**config.mk**
```make
export PLATFORM = sky130hd
export DESIGN_NAME = nrz27_link
export DESIGN_NICKNAME = d
export VERILOG_FILES = /design/src/rtl/nrz27_pkg.sv /design/src/rtl/nrz27_tx_pair.sv /design/src/rtl/nrz27_tx_line.sv /design/src/rtl/nrz27_rx_line.sv /design/src/rtl/nrz27_rx_split.sv /design/src/rtl/nrz27_link.sv
export SDC_FILE = /design/constraint.sdc
export NUM_CORES = 1
export LEC_CHECK = 0
export ABC_AREA = 1
export BUFFER_PORTS_ARGS = -buffer_cell sky130_fd_sc_hd__buf_4
export CORE_ASPECT_RATIO = 0.6
export CORE_MARGIN = 2
export CORE_UTILIZATION = 50
export CTS_BUF_LIST = sky130_fd_sc_hd__clkbuf_16
export DETAILED_ROUTE_END_ITERATION = 6
export GPL_TIMING_DRIVEN = 0
export PLACE_DENSITY = 0.69
export REMOVE_ABC_BUFFERS = 1
export SLEW_MARGIN = 40
export SYNTH_ARGS = -nofsm -noshare
export SYNTH_HDL_FRONTEND = slang
export SYNTH_SLANG_ARGS = --single-unit
```
**constraint.sdc**
```tcl
create_clock -name clk -period 5.45 [get_ports clk]
set_input_delay 0.2725 -clock clk [delete_from_list [all_inputs] [get_ports clk]]
set_output_delay 0.2725 -clock clk [all_outputs]
set_load 0.05 [all_outputs]
```
**src/rtl/nrz27_pkg.sv**
```systemverilog
package nrz27_pkg;
  localparam int NWIRE   = 7;
  localparam int IDX_W   = 5;
  localparam int FLIT_W  = 5;
  localparam int EOP_IDX = 16;

  typedef logic [NWIRE-1:0]  wire_t;
  typedef logic [IDX_W-1:0]  sym_t;
  typedef logic [FLIT_W-1:0] flit_t;

  localparam sym_t  SYM_EOP  = sym_t'(EOP_IDX);
  localparam sym_t  SYM_BAD  = '1;
  localparam flit_t FLIT_EOP = flit_t'(1) << 4;

  // symbol index -> two-hot wire pattern, lexicographic pair order
  function automatic wire_t sym_to_code(sym_t s);
    wire_t c = '0;
    int k = 0;
    for (int i = 0; i < NWIRE - 1; i++)
      for (int j = i + 1; j < NWIRE; j++) begin
        if (k == int'(s)) begin
          c[i] = 1'b1;
          c[j] = 1'b1;
        end
        k++;
      end
    return c;
  endfunction

  // two-hot pattern -> symbol index (0..20), SYM_BAD when not two-hot
  function automatic sym_t code_to_sym(wire_t c);
    sym_t r = SYM_BAD;
    int k = 0;
    for (int i = 0; i < NWIRE - 1; i++)
      for (int j = i + 1; j < NWIRE; j++) begin
        wire_t p;
        p = '0;
        p[i] = 1'b1;
        p[j] = 1'b1;
        if (c == p) r = sym_t'(k);
        k++;
      end
    return r;
  endfunction

  function automatic flit_t data_flit(logic [1:0] v);
    return flit_t'(1) << v;
  endfunction

  function automatic logic [1:0] flit_val(flit_t f);
    logic [1:0] v = 2'd0;
    for (int b = 3; b >= 0; b--)
      if (f[b]) v = 2'(b);
    return v;
  endfunction
endpackage

```
**src/rtl/nrz27_tx_pair.sv**
```systemverilog
module nrz27_tx_pair
  import nrz27_pkg::*;
(
  input  logic  clk,
  input  logic  rst_n,
  input  logic  in_vld,
  input  flit_t in_flit,
  output logic  in_rdy,
  input  logic  line_busy,
  output logic  sym_vld,
  output sym_t  sym_idx
);
  logic       have_half;
  logic [1:0] half;
  logic       in_eop, take, pad_fire;

  assign in_eop = in_flit[4];

  always_comb begin
    if (have_half) in_rdy = !line_busy && !in_eop;
    else           in_rdy = in_eop ? !line_busy : 1'b1;
  end

  assign take     = in_vld && in_rdy;
  assign pad_fire = in_vld && have_half && in_eop && !line_busy;
  assign sym_vld  = pad_fire || (take && (in_eop || have_half));

  always_comb begin
    if (pad_fire)    sym_idx = {1'b0, 2'b00, half};
    else if (in_eop) sym_idx = SYM_EOP;
    else             sym_idx = {1'b0, flit_val(in_flit), half};
  end

  always_ff @(posedge clk or negedge rst_n) begin
    if (!rst_n) begin
      have_half <= 1'b0;
      half      <= 2'd0;
    end else if (pad_fire) begin
      have_half <= 1'b0;
    end else if (take && !in_eop) begin
      if (have_half) have_half <= 1'b0;
      else begin
        have_half <= 1'b1;
        half      <= flit_val(in_flit);
      end
    end
  end
endmodule

```
**src/rtl/nrz27_tx_line.sv**
```systemverilog
module nrz27_tx_line
  import nrz27_pkg::*;
#(
  parameter int ACK_SYNC = 2
) (
  input  logic  clk,
  input  logic  rst_n,
  input  logic  sym_vld,
  input  sym_t  sym_idx,
  output logic  busy,
  output wire_t wires_out,
  input  logic  ack_in
);
  localparam int LAST = ACK_SYNC - 1;

  logic [ACK_SYNC-1:0] ack_sh;
  logic  ack_filt, ack_seen, ack_evt, launch;
  wire_t lvl;

  assign ack_evt   = ack_filt != ack_seen;
  assign launch    = sym_vld && !busy;
  assign wires_out = lvl;

  always_ff @(posedge clk or negedge rst_n) begin
    if (!rst_n) begin
      ack_sh   <= '0;
      ack_filt <= 1'b0;
      ack_seen <= 1'b0;
      busy     <= 1'b0;
      lvl      <= '0;
    end else begin
      ack_sh <= {ack_sh[LAST-1:0], ack_in};
      if (ack_sh[LAST] == ack_sh[LAST-1]) ack_filt <= ack_sh[LAST];
      ack_seen <= ack_filt;
      if (launch) begin
        lvl  <= lvl ^ sym_to_code(sym_idx);
        busy <= 1'b1;
      end else if (ack_evt && busy) begin
        busy <= 1'b0;
      end
    end
  end


  two_wire_step_chk: assert property (@(posedge clk) disable iff (!rst_n)
    (lvl != $past(lvl)) |-> ($countones(lvl ^ $past(lvl)) == 2 &&
                             code_to_sym(lvl ^ $past(lvl)) <= SYM_EOP));

  hold_until_ack_chk: assert property (@(posedge clk) disable iff (!rst_n)
    (busy && !ack_evt) |=> $stable(lvl));

  idle_ack_absorb_chk: assert property (@(posedge clk) disable iff (!rst_n)
    (!busy && ack_evt && !sym_vld) |=> (!busy && $stable(lvl)));
endmodule

```
**src/rtl/nrz27_rx_line.sv**
```systemverilog
module nrz27_rx_line
  import nrz27_pkg::*;
(
  input  logic  clk,
  input  logic  rst_n,
  input  wire_t wires_in,
  output logic  ack_out,
  input  logic  slot_free,
  output logic  sym_vld,
  output sym_t  sym_idx,
  output logic  code_err
);
  wire_t rx_q, ref_lvl, diff;
  logic [2:0] cnt;
  logic complete, legal, resync;

  assign diff     = rx_q ^ ref_lvl;
  assign cnt      = 3'($countones(diff));
  assign sym_idx  = code_to_sym(diff);
  assign complete = cnt == 3'd2;
  assign legal    = sym_idx <= SYM_EOP;
  assign sym_vld  = complete && legal && slot_free;
  assign resync   = (complete && !legal) || cnt > 3'd2;
  assign code_err = resync;

  always_ff @(posedge clk or negedge rst_n) begin
    if (!rst_n) begin
      rx_q    <= '0;
      ref_lvl <= '0;
      ack_out <= 1'b0;
    end else begin
      rx_q <= wires_in;
      if (sym_vld || resync) begin
        ref_lvl <= rx_q;
        ack_out <= !ack_out;
      end
    end
  end


  ack_per_symbol_chk: assert property (@(posedge clk) disable iff (!rst_n)
    sym_vld |=> (ack_out != $past(ack_out)));
endmodule

```
**src/rtl/nrz27_rx_split.sv**
```systemverilog
module nrz27_rx_split
  import nrz27_pkg::*;
(
  input  logic  clk,
  input  logic  rst_n,
  input  logic  sym_vld,
  input  sym_t  sym_idx,
  output logic  slot_free,
  output logic  out_vld,
  output flit_t out_flit,
  input  logic  out_rdy
);
  logic pend, phase;
  sym_t idx;

  assign slot_free = !pend;
  assign out_vld   = pend;
  assign out_flit  = (idx == SYM_EOP) ? FLIT_EOP
                   : data_flit(phase ? idx[3:2] : idx[1:0]);

  always_ff @(posedge clk or negedge rst_n) begin
    if (!rst_n) begin
      pend  <= 1'b0;
      phase <= 1'b0;
      idx   <= '0;
    end else if (sym_vld && !pend) begin
      pend  <= 1'b1;
      phase <= 1'b0;
      idx   <= sym_idx;
    end else if (pend && out_rdy) begin
      if (idx == SYM_EOP || phase) pend <= 1'b0;
      else phase <= 1'b1;
    end
  end


  out_hold_chk: assert property (@(posedge clk) disable iff (!rst_n)
    (out_vld && !out_rdy) |=> (out_vld && $stable(out_flit)));
endmodule

```
**src/rtl/nrz27_link.sv**
```systemverilog
module nrz27_link
  import nrz27_pkg::*;
#(
  parameter int ACK_SYNC = 2
) (
  input  logic       clk,
  input  logic       rst_n,
  input  logic       tx_in_vld,
  input  logic [4:0] tx_in_flit,
  output logic       tx_in_rdy,
  output logic [6:0] lnk_tx_wires,
  input  logic       lnk_tx_ack,
  input  logic [6:0] lnk_rx_wires,
  output logic       lnk_rx_ack,
  output logic       rx_out_vld,
  output logic [4:0] rx_out_flit,
  input  logic       rx_out_rdy,
  output logic       rx_code_err
);
  logic tx_busy, tx_sym_vld, rx_sym_vld, rx_slot_free;
  sym_t tx_sym_idx, rx_sym_idx;

  nrz27_tx_pair u_pair (
    .clk(clk), .rst_n(rst_n), .in_vld(tx_in_vld), .in_flit(tx_in_flit),
    .in_rdy(tx_in_rdy), .line_busy(tx_busy), .sym_vld(tx_sym_vld),
    .sym_idx(tx_sym_idx));

  nrz27_tx_line #(.ACK_SYNC(ACK_SYNC)) u_txl (
    .clk(clk), .rst_n(rst_n), .sym_vld(tx_sym_vld), .sym_idx(tx_sym_idx),
    .busy(tx_busy), .wires_out(lnk_tx_wires), .ack_in(lnk_tx_ack));

  nrz27_rx_line u_rxl (
    .clk(clk), .rst_n(rst_n), .wires_in(lnk_rx_wires), .ack_out(lnk_rx_ack),
    .slot_free(rx_slot_free), .sym_vld(rx_sym_vld), .sym_idx(rx_sym_idx),
    .code_err(rx_code_err));

  nrz27_rx_split u_split (
    .clk(clk), .rst_n(rst_n), .sym_vld(rx_sym_vld), .sym_idx(rx_sym_idx),
    .slot_free(rx_slot_free), .out_vld(rx_out_vld), .out_flit(rx_out_flit),
    .out_rdy(rx_out_rdy));
endmodule

```
Word level (Yosys, flattened, before mapping)
Index checks and enable logic that the tools add are counted.

word-level totals
  register bits = 37
  output and inout bits = 16

cells by class
  add/subtract/negate cells = 6
  $lt $le $gt $ge = 2
  equality and inequality tests = 46
  shifts and indexed selects = 1
  mux-type cells = 85
  bitwise operators = 4
  reduce and logical (&&, ||, !) cells = 32

operators by type and width
  kind                                                  number
  2-to-1 mux 5 bit                                      24
  equality test 5 bit (first input constant)            13
  2-to-1 mux 1 bit                                      48
  equality test 7 bit (second input constant)           6
  equality test 7 x 6 -> 1 bit (second input constant)  5
  equality test 7 x 5 -> 1 bit (second input constant)  4
  2-to-1 mux 2 bit                                      13
  equality test 7 x 4 -> 1 bit (second input constant)  3
  equality test 4 x 5 -> 1 bit (first input constant)   4
  equality test 7 x 3 -> 1 bit (second input constant)  2
  logical AND 1 bit                                     14
  bitwise XOR 7 bit                                     2
  equality test 3 x 5 -> 1 bit (first input constant)   2
  nonzero test 2 bit                                    4
  equality test 7 x 2 -> 1 bit (second input constant)  1
  adder 1 x 1 -> 2 bit                                  3
  adder 3 bit                                           2
  equality test 2 x 5 -> 1 bit (first input constant)   1
  equality test 5 bit (second input constant)           1
  <= comparator 5 bit (second input constant)           1
  logical NOT 1 bit                                     5
  logical NOT 5 bit                                     1
  logical OR 1 bit                                      5
  left shift 1 x 2 -> 5 bit (first input constant)      1
  other kinds (9)                                       11

Longest topological paths before layout
  word-level depth = 29
  depth in mapped cells = 28

Hierarchy
Synthesis repeated with hierarchy kept, for this count alone.

unflattened totals
  cell total of the unflattened synthesis = 390
  area, all modules = 2710.1 um^2

modules (own cells, without submodules)
  module          instances  cells an instance  area an instance (um^2)  sequential area each (um^2)
  nrz27_rx_line   1          188                1315.0                   375.4
  nrz27_tx_line   1          116                792.0                    300.3
  nrz27_rx_split  1          46                 354.1                    175.2
  nrz27_tx_pair   1          40                 249.0                    75.1

Worst setup path after synthesis
Ideal clock, no wire load.

  path kind = register -> output
  from = reg u_rxl.ref_lvl[0]
  to = out rx_code_err
  arrival = 2.915 ns
  required time = 5.178 ns
  setup slack = 2.262 ns
  cell stages (with the launch flop) = 16
  buffers on the path = 0
  cell sequence = dfrtp_1 > inv_1 > nand2_1 > nand2_1 > inv_1 > ha_1 > inv_1 > fa_1 > ha_1 > fa_1 > or2_2 > nand3_1 > nor2_1 > nand2_1 > nand2_4 > inv_1

between the ends
  cells in the longest elaborated chain, start to end = 27
  elaborated cells between the ends (all ways) = 52
  those cells by class = 3 x add/sub; 2 x order compare; 22 x eq/ne; 21 x mux; 1 x bitwise; 3 x reduce/logical

RTL lines
  what                            line                 text
  start: declaration              nrz27_rx_line.sv:13  wire_t rx_q, ref_lvl, diff;
  start signal: assignment        nrz27_rx_line.sv:34  ref_lvl <= rx_q;
  bitwise XOR 7 bit (*)           nrz27_rx_line.sv:17  assign diff = rx_q ^ ref_lvl;
  equality test 7 x 2 -> 1 bit    nrz27_pkg.sv:40      if (c == p) r = sym_t'(k);
  2-to-1 mux 5 bit (21 in a row)  nrz27_pkg.sv:40
  <= comparator 5 bit             nrz27_rx_line.sv:21  assign legal = sym_idx <= SYM_EOP;
  logical NOT 1 bit               nrz27_rx_line.sv:23  assign resync = (complete && !legal) || cnt > 3'd2;
  logical AND 1 bit               nrz27_rx_line.sv:23
  logical OR 1 bit (*)            nrz27_rx_line.sv:23
  end: declaration                nrz27_link.sv:18     output logic rx_code_err

Mark *: on every way between the ends. The rest lies on a longest branch, timed or not.

Worst setup path after layout
Same ends and word-level chain as after synthesis.

==> run metrics <==
antenna violations before repair 0; largest net degree at the start of global routing 38; Placer Congestion 0.873; HPWL after DPL 3.98 mm; First-pass DRT Iterations 5; chip height ~58 µm; Worst-path clk slew roughly 0.060 ns; core region area 4640 µm²; filler cell count a little over 400; Worst Max-Slew Pin Slew around 0.46 ns; pre-CTS worst setup slack 2.10 ns; Yosys reg bits 37; Synth Instances 334; total gr overflow 0; TritonCTS Buffers 5; slew margin rel. 68.9%; kind of critical path reg -> out; starting DRC count in detailed routing around 110; main area contributors after synthesis dfrtp_1 38%, nand2_1 14%, inv_1 8.8%; Arr. time, crit path 3.39 ns; # port buffers 32; GRT Util Overall roughly a fifth; Starting Density between 50% and 60%; I/O pin cnt 33; clk root buf clkbuf_16; FMAX around 270 MHz; die footprint about 5500 µm²; vias in the first global route roughly 1,900; Mapped Area about 2400 µm²; status completed; sequential share of the synthesized area between 30% and 40%; vias per cell ~4.8; WP data required 5.18 ns; final wirelength a little under 5 mm; H-tree depth 2; Slew Limit Fails 0; layout cell share with drive strength beyond 1 about 18%; largest area contributor in the netlist dfrtp_1; maxcap violations 0; global-route wire length before repair between 8 and 9 mm; CTS tree yes; ANT cells 0; Avg WL per Cell ~11 µm; RSZ-0062 raised after global routing false; # DRC 0; Final min period 3.66 ns; endpoints failing hold 0; # rows 19; routed vias between 2,000 and 2,500; Ys Warns 0; crit end category output port; CTS sink count 37; area delta synth->final 18.9%; Setup WS post-layout roughly 1.8 ns; Setup TNS 0 ns; CP max FO 10; Hold WS about 0.10 ns; die width ~94 µm; R2R Setup Slk 2.24 ns; Synth top area share between 30% and 40%; post-cts resize count 0; ANT nets after route 0; final setup fails 0; count of cell types in the netlist 33; nets 400; Critical Path Start Type flip-flop; Avg Cell Area, Syn 7.30 µm²; HP Class in -> reg; Final Skew approximately 0.0058 ns; worst skew pair latency 0.28 ns; Max clock buf depth 2; Final Cycle Share 67.1%
==> cells in the final DEF, fill, tap and decap left out, types with 4 or more instances in the layout <==
cell type,synthesis,layout
nand3_1,20,20
nand2_1,93,93
xor2_1,5,5
dfrtp_1,37,37
nor2_2,4,4
o21ai_1,6,6
inv_1,57,57
nor2_1,38,38
a21oi_1,8,8
nand2_2,5,5
o21ai_0,11,11
ha_1,7,7
inv_2,5,5
clkbuf_16,0,5
buf_4,0,32
xnor2_1,7,7
==> routing by layer <==
| metal | routed length [µm] | vias up | global-route usage, % |
|---|---|---|---|
| met1 | 2630 | 946 | 30.8 |
| li1 | - | 1101 | - |
| met3 | 355 | 5 | 5.33 |
| met4 | 31 | 0 | 4.14 |
| met2 | 1930 | 65 | 27.6 |
| met5 | 0 | - | 0 |
==> cells in the mapped netlist <==
| cell | n |
|---|---|
| nand3_4 | 1 |
| o31ai_1 | 1 |
| xnor2_2 | 2 |
| o21ai_1 | 6 |
| nor2_2 | 4 |
| inv_2 | 5 |
| fa_1 | 3 |
| o21ai_0 | 11 |
| o21ai_2 | 2 |
| a21oi_1 | 8 |
| a22oi_1 | 1 |
| nor3_2 | 2 |
| xnor2_1 | 7 |
| nor3_1 | 3 |
| o2111ai_1 | 1 |
| xor2_1 | 5 |
| or2_2 | 2 |
| mux2i_1 | 1 |
| nor2_4 | 1 |
| nor2_1 | 38 |
| maj3_1 | 1 |
| nand2_1 | 93 |
| nand3_1 | 20 |
| nand4_1 | 3 |
| nand2_4 | 2 |
| dfrtp_1 | 37 |
| and2_4 | 1 |
| nor4_1 | 1 |
| inv_1 | 57 |
| ha_1 | 7 |
| nand2_2 | 5 |
| buf_6 | 1 |
| a21oi_2 | 2 |
==> flip-flops by register name, summed over array words and instances (netlist names) <==
signal,cells
u_txl.busy,1
u_split.idx,5
u_txl.ack_seen,1
u_split.out_vld,1
u_rxl.ack_out,1
u_split.phase,1
u_txl.ack_sh,2
u_txl.ack_filt,1
u_pair.half,2
u_txl.wires_out,7
u_rxl.rx_q,7
u_pair.have_half,1
u_rxl.ref_lvl,7
==> worst max-delay path, cell delays in order (launching register included) <==
cell     delay (ns)
dfrtp_1        0.39
inv_1          0.06
nand2_1        0.05
nand2_1        0.13
inv_1          0.06
ha_1           0.27
inv_1          0.05
fa_1           0.46
ha_1           0.22
fa_1           0.50
nand3_1        0.07
nor2_1         0.27
nand2_1        0.17
nand2_4        0.17
inv_1          0.06
buf_4          0.18
==> cell families (layout without fill, tap and decap cells) <==
group,count (synthesis),after routing,share of synthesized area (%)
adders and majority gates,11,11,6.46
buffers and inverters,63,103,10.0
muxes,1,1,0.410
and+or+nand+nor,176,176,32.0
DFF,37,37,37.9
AOI/OAI and AO/OA,32,32,7.54
xor gates and xnor gates,14,14,5.64
==> worst paths after layout <==
kind / start / end / cells after the start
min reg2reg: u_txl.ack_sh[0] / u_txl.ack_sh[1] / 0
max: u_rxl.ref_lvl[0] / rx_code_err / 15
max in group asynchronous: rst_n / u_rxl.rx_q[2] / 2
max reg2reg: u_rxl.ref_lvl[0] / u_rxl.ref_lvl[6] / 16
min in group asynchronous: rst_n / u_txl.wires_out[6] / 2
min: lnk_tx_ack / u_txl.ack_sh[0] / 1
==> per-stage QoR <==
stage          area, µm²  util, %  cells
2_1_floorplan       2430        -    333
3_3_place_gp        2750     59.3    428
3_5_place_dp        2750     59.3    428
4_1_cts             2900     62.6    437
5_1_grt             2900     62.6    437
6_report            2900     62.6    437
==> cell type report <==
class                   instances  area [µm²]  share of cell area (%)
multi-input cells             234        1270                    43.8
clock inverters                 3        17.5                   0.604
flip-flops and latches         37         926                    31.9
well taps                      63        78.8                    2.72
clock buffers                   5         125                    4.31
repair buffers                 33         250                    8.63
inverters                      62         233                    8.02
==> timing repair <==
item	4_1_cts	5_1_grt
hold buffers	1	0
hold endpoints to repair	37	0
buffers inserted	0	0
Power is left out: the tool's default activity adds up to more than one toggle a clock period on the data nets, which glitch-free logic cannot reach.
